### config.mk
export PLATFORM = sky130hd
export DESIGN_NAME = grev_unit
export DESIGN_NICKNAME = d
export VERILOG_FILES = /design/src/rtl/grev_unit.sv
export SDC_FILE = /design/constraint.sdc
export NUM_CORES = 1
export LEC_CHECK = 0
export ABC_AREA = 1
export ABC_CLOCK_PERIOD_IN_PS = 5400
export BUFFER_PORTS_ARGS = -buffer_cell sky130_fd_sc_hd__buf_2
export CAP_MARGIN = 20
export CORE_MARGIN = 3
export CORE_UTILIZATION = 45
export CTS_CLUSTER_DIAMETER = 200
export DETAILED_ROUTE_END_ITERATION = 10
export GPL_TIMING_DRIVEN = 0
export PLACE_DENSITY = 0.78
export RECOVER_POWER = 25
export SLEW_MARGIN = 20
export SYNTH_ARGS = -nofsm -noshare
export SYNTH_HDL_FRONTEND = slang
export SYNTH_SLANG_ARGS = --single-unit
export TNS_END_PERCENT = 30
### constraint.sdc
create_clock -name clk -period 5.4 [get_ports clk]
set_input_delay 0 -clock clk [delete_from_list [all_inputs] [get_ports clk]]
set_output_delay 0 -clock clk [all_outputs]
set_load 0.02 [all_outputs]
### src/rtl/grev_unit.sv
module grev_unit #(
  parameter int XLEN = 64
) (
  input  logic            clk,
  input  logic            rst,
  input  logic            in_valid,
  input  logic [31:0]     insn,
  input  logic [XLEN-1:0] src_a,
  input  logic [XLEN-1:0] src_b,
  output logic            res_valid,
  output logic [XLEN-1:0] res_data,
  output logic [4:0]      res_rt,
  output logic [3:0]      res_cr,
  output logic            res_cr_we
);
  localparam int LG   = $clog2(XLEN);
  localparam int HALF = XLEN / 2;

  logic po_ok, is_dr, is_wr, is_wi, is_di, hit, word, take;
  logic [LG-1:0] amt;
  logic [XLEN-1:0] st [0:LG];
  logic [XLEN-1:0] perm;
  logic [3:0] cr;
  logic unused_bits;

  assign po_ok = insn[31:26] == 6'd5;
  assign is_dr = po_ok && insn[10:1] == 10'h096;
  assign is_wr = po_ok && insn[10:1] == 10'h0B6;
  assign is_wi = po_ok && insn[10:1] == 10'h0F6;
  assign is_di = po_ok && insn[9:1]  == 9'h0D6;
  assign hit   = is_dr | is_wr | is_wi | is_di;
  assign word  = is_wr | is_wi;
  assign take  = in_valid && hit;

  always_comb begin
    if (is_di)      amt = insn[10 +: LG];
    else if (is_wi) amt = {1'b0, insn[11 +: LG-1]};
    else if (is_wr) amt = {1'b0, src_b[LG-2:0]};
    else            amt = src_b[LG-1:0];
  end

  assign st[0] = word ? {{HALF{1'b0}}, src_a[HALF-1:0]} : src_a;

  for (genvar k = 0; k < LG; k++) begin : g_stage
    logic en;
    assign en = amt[k] && !(word && k == LG-1);
    for (genvar j = 0; j < XLEN; j++) begin : g_bit
      assign st[k+1][j] = en ? st[k][j ^ (1 << k)] : st[k][j];
    end
  end

  assign perm = st[LG];
  assign cr = {perm[XLEN-1], !perm[XLEN-1] && (perm != '0), perm == '0, 1'b0};
  assign unused_bits = ^{insn[20:16], src_b[XLEN-1:LG]};

  always_ff @(posedge clk) begin
    if (rst) begin
      res_valid <= 1'b0;
      res_data  <= '0;
      res_rt    <= '0;
      res_cr    <= '0;
      res_cr_we <= 1'b0;
    end else begin
      res_valid <= take;
      res_data  <= take ? perm : '0;
      res_rt    <= take ? insn[25:21] : 5'd0;
      res_cr_we <= take && insn[0];
      res_cr    <= (take && insn[0]) ? cr : 4'd0;
    end
  end
endmodule

Word-level counts from Yosys, hierarchy flattened
Index checks and enable logic that the tools add are counted.
{ "op_classes": {"eq_ne": 5, "muxes": 388, "bitwise": 6, "n_reduce_logical": 14} }
{ "ops": {"columns": ["cell", "count"], "rows": [
  ["1-bit 2-to-1 mux", 384],
  ["64-bit zero test", 1],
  ["64-bit 2-to-1 mux", 1],
  ["64-bit nonzero test", 1],
  ["10-bit by 8-bit equality test with 1-bit output (second input constant)", 3],
  ["6-bit 2-to-1 mux", 3],
  ["9-bit by 8-bit equality test with 1-bit output (second input constant)", 1],
  ["1-bit logical AND", 8],
  ["6-bit by 3-bit equality test with 1-bit output (second input constant)", 1],
  ["1-bit bitwise OR", 4],
  ["2-bit OR reduction", 2],
  ["1-bit zero test", 2],
  ["1-bit NOT", 2]
]} }
{ "totals": {"reg_bits": 75, "in_bits": 163, "out_inout_bits": 75, "word_cells": 419} }

Longest topological paths before layout
{ "logic_depth": {"ltp_word": 13, "depth_mapped": 26, "ltp_nobuf": 25} }

Worst setup path before layout
OpenSTA, ideal clock, no wires.
{ "synth_timing": {"path_kind": "input to register", "from": "input insn[1]", "to": "register res_cr[2]", "setup_time_ns": 0.111, "arrival_ns": 2.144, "required_time_ns": 5.289, "setup_slack_ns": 3.145, "cell_stages": 21, "path_buffers": 3, "path_cell_list": "nor2_1 > nand2_1 > nor3_2 > nand2_1 > buf_6 > o21ai_2 > inv_2 > buf_4 > buf_2 > nand3_1 > nand3_1 > nand3_1 > nand2_1 > o21ai_1 > nand2_1 > nor2_1 > nand2_1 > nor2_1 > nand2_1 > nor2_1 > nor2_1"} }
{ "synth_between": {"elab_chain_cells": 12, "word_cells_on_any_way": 409, "cone_classes": "eq/ne (4); mux (388); bitwise (5); reduce/logical (12)"} }
{ "synth_rtl": {"columns": ["item", "line", "rtl"], "rows": [
  ["from (decl)", "7", "input logic [31:0] insn,"],
  ["10-bit by 8-bit equality test with 1-bit output, on equally long branches", "29, 28", null],
  ["1-bit logical AND, on equally long branches", "29, 28", null],
  ["6-bit 2-to-1 mux or 1-bit bitwise OR (tied branches)", "37, 32", null],
  ["6-bit 2-to-1 mux or 64-bit 2-to-1 mux (tied branches)", "36, 42", null],
  ["1-bit 2-to-1 mux (6 in a row)", "48", "assign st[k+1][j] = en ? st[k][j ^ (1 << k)] : st[k][j];"],
  ["64-bit nonzero test or 1-bit zero test (tied branches)", "53", "assign cr = {perm[XLEN-1], !perm[XLEN-1] && (perm != '0), perm == '0, 1'b0};"],
  ["1-bit logical AND", "53", null],
  ["to (signal assigned)", "68", "res_cr <= (take && insn[0]) ? cr : 4'd0;"],
  ["to (decl)", "13", "output logic [3:0] res_cr,"]
]} }
Parallel ways exist; a longest one is shown, timed or not.
A chain may end at the register's enable or synchronous reset.

Final worst setup path
{ "layout_timing": {"from": "input insn[3]", "to": "register res_cr[1]"} }
{ "layout_between": {"elab_chain_cells": 11, "word_cells_on_any_way": 407, "cone_classes": "eq/ne (4); mux (388); bitwise (5); reduce/logical (10)"} }
{ "layout_rtl": {"columns": ["item", "line"], "rows": [
  ["10-bit by 8-bit equality test with 1-bit output, on equally long branches", "29, 28"],
  ["1-bit logical AND, on equally long branches", "29, 28"],
  ["6-bit 2-to-1 mux or 1-bit bitwise OR (tied branches)", "37, 32"],
  ["6-bit 2-to-1 mux or 64-bit 2-to-1 mux (tied branches)", "36, 42"],
  ["1-bit 2-to-1 mux (6 in a row)", "48"],
  ["64-bit zero test", "53"]
]} }
Parallel ways exist; a longest one is shown, timed or not.

==> flow_summary.ini <==
[run_status]
outcome = complete, no violations

[synthesis]
ys.warnings.count = 0
syn_avg_cell_area_sq_um = 5.19
synth_area_leaders = nand3_1, nand2_1, dfxtp_1
ys_seq_elements = 74
netlist_instances = 1702
synth_async_sr_flop_share = 0
synth_edf_count = 0
synth.most_common_cell = nand3_1
synth_ff_type = dfxtp_1
synth_seq_area_share = 0.168
syn_area_sq_um = 8840
synth.distinct_cells = 29
synth_fp_nets = 1865
synth_top_area_cell = nand3_1
synth_top_cell_area_share = 0.425
synthTopCellsByCount = nand3_1, nand2_1, nor2_1, inv_1, dfxtp_1

[routing]
firstDrtPassIters = 9
routed_via_density = 6.58
wl_mm = 53.0
vias = 14206
drtAntennaViolNets = 0
drc = 0
wl_per_cell_microns = 24.6
drt_iter0_markers = 2818

[global_routing]
grt_max_degree = 16
grt_use_total = 0.471
antenna_found_initial = 0
grt_pass1_wl_mm = 76.6
first_global_vias = 12732
grt_overflow = 0

[clocking]
numCtsBuffers = 9
postCtsResizedCells = 0
clk_pin_slew_ps = 60
root_buffer = clkbuf_16
cts_buffer_depth = 2
clock_sinks = 74
cts_setup_buffers = 0
cts_max_level = 3
cts_tree = done

[power]
powerDensity_nw_per_um2 = 212
p_leak_nw = 5.54
power_frac_seq = 0.248
ir_worst_vdd_v = 0.000154
pwr-share-comb = 0.464
p_sw_frac = 0.462
p_sw_mw = 1.01
power_frac_clock = 0.287
intPower_mw = 1.18

[layout]
drive_gt1_frac = 0.125
finalNonFillerCells = 2158
n_fill_cell = 2168
area_growth_pct = 17.1
post-route-util = 0.544
fin_nets = 2055

[sta]
whs_ps = 394
fmax_mhz = 289
report.final.setup_viol = 0
rsz0062_at_grt = no
tns_ps = 0
layout_min_cycle_time_ps = 3460
slew_headroom = 0.459
slew_viol_final = 0
finalCritPeriodShare = 0.641
tightest_slew_ps = 812
hold_viol_final = 0

[floorplan]
initial_utilization = 0.465
die_w_microns = 146
fp.dieH_microns = 146
ioPinCount = 238
dieArea_sq_um = 21400
coreArea_sq_um = 19000
fp-row-count = 50

[place]
io_buffers = 173
place.gp.congestion = 1.13
place_inst = 2135
dpl.hpwl_mm = 42.5

[run]
cap_violations = 0

[critical_path]
cpMostUsedCell = nand2_1
path_cells = buf_2, nand2_1, inv_1, nand2_1, nor2_4, nand3_2, buf_4, inv_1, a211oi_1, clkbuf_1, clkbuf_1, nand3_1, nand2_1, nand2_1, nor2_1, nand2_1, inv_1, nand2_1, nor2_1, nand2_1, nor2_1
critPathSlowestCell = clkbuf_1
crit_arrival_ps = 3740
crit_fanout = 10
slowest_delay_ps = 670
start_kind = primary input
critical_path_class = primary input to flip-flop
crit_required_ps = 5680
cp-end-kind = flip-flop

[hold_path]
hp-class = primary input to flip-flop
whs_path_depth = 4
## routing by layer
layer	routed length (microns)	GRT usage	part of all wire	vias to the layer above
li1	-	-	-	6106
met1	18700	0.597	0.35	6310
met2	21100	0.685	0.40	1447
met3	9260	0.189	0.17	343
met4	3960	0.245	0.075	0
met5	0	0	0	-
## logic make-up after synthesis
family	Yosys count	synth area share
and+or+nand+nor	1411	0.719
DFF	74	0.168
other	1	0.000424
buffers and inverters	201	0.103
AOI/OAI and AO/OA	15	0.00991
## flip-flops by register name (all words and copies together) (netlist names)
name / flops
res_valid: 1
res_cr_we: 1
res_cr: 3
res_rt: 5
res_data: 64
## power by group through the flow
stage / Sequential, mW / Combinational, mW / Clock (mW)
2_1_floorplan: 0.558 / 0.590 / 0
3_3_place_gp: 0.558 / 0.927 / 0
3_5_place_dp: 0.558 / 0.928 / 0
4_1_cts: 0.546 / 0.938 / 0.619
5_1_grt: 0.545 / 1.06 / 0.646
6_report: 0.546 / 1.02 / 0.631
## layout make-up
cell class / count / area (sq um) / area share
timing repair buffer: 179 / 880 / 0.0850
multi-input combinational: 1427 / 6450 / 0.623
tap: 260 / 325 / 0.0314
inverter: 84 / 315 / 0.0305
buffer: 117 / 594 / 0.0574
clock inverter: 7 / 82.6 / 0.00798
clock buffer: 9 / 225 / 0.0218
sequential: 74 / 1480 / 0.143
antenna: 1 / 2.50 / 0.000242
## worst max-delay path, delay by kind of cell
kind / cells / cell delay (ps)
AO/OA/AOI/OAI: 1 / 450
buffers and inverters: 7 / 1610
AND/OR/NAND/NOR: 13 / 1660
## placed cells by master, fill, tap and decap left out, types with 5 or more instances in the layout
cell type,n
nand3_1,750
nand2_1,524
buf_2,173
nor2_1,113
clkbuf_1,89
inv_1,76
dfxtp_1,74
buf_4,17
clkbuf_16,9
inv_2,8
buf_6,6
dlygate4sd3_1,6
nand4_1,5
o21ai_1,5
buf_1,5
a21oi_1,5
## final timing paths
| path | startpoint | to | slack, ps |
|---|---|---|---|
| setup / recovery | insn[3] | res_cr[1] | 1940 |
| hold / removal | rst | res_cr[3] | 390 |
## metrics by stage
step / worst slack (ps) / power [mW] / area, sq um
after floorplan: 3140 / 1.15 / 8840
after global placement: 1870 / 1.49 / 10000
final: 1940 / 2.20 / 10400
after CTS: 2170 / 2.10 / 10400
after detailed placement: 1830 / 1.49 / 10000
after global routing: 1850 / 2.25 / 10400
## repair_timing
item                       in CTS  in global routing
setup endpoints to repair       0                  0
hold buffers                    6                  0
hold endpoints to repair        7                  0
No activity file was read; power rests on OpenSTA's default activity.
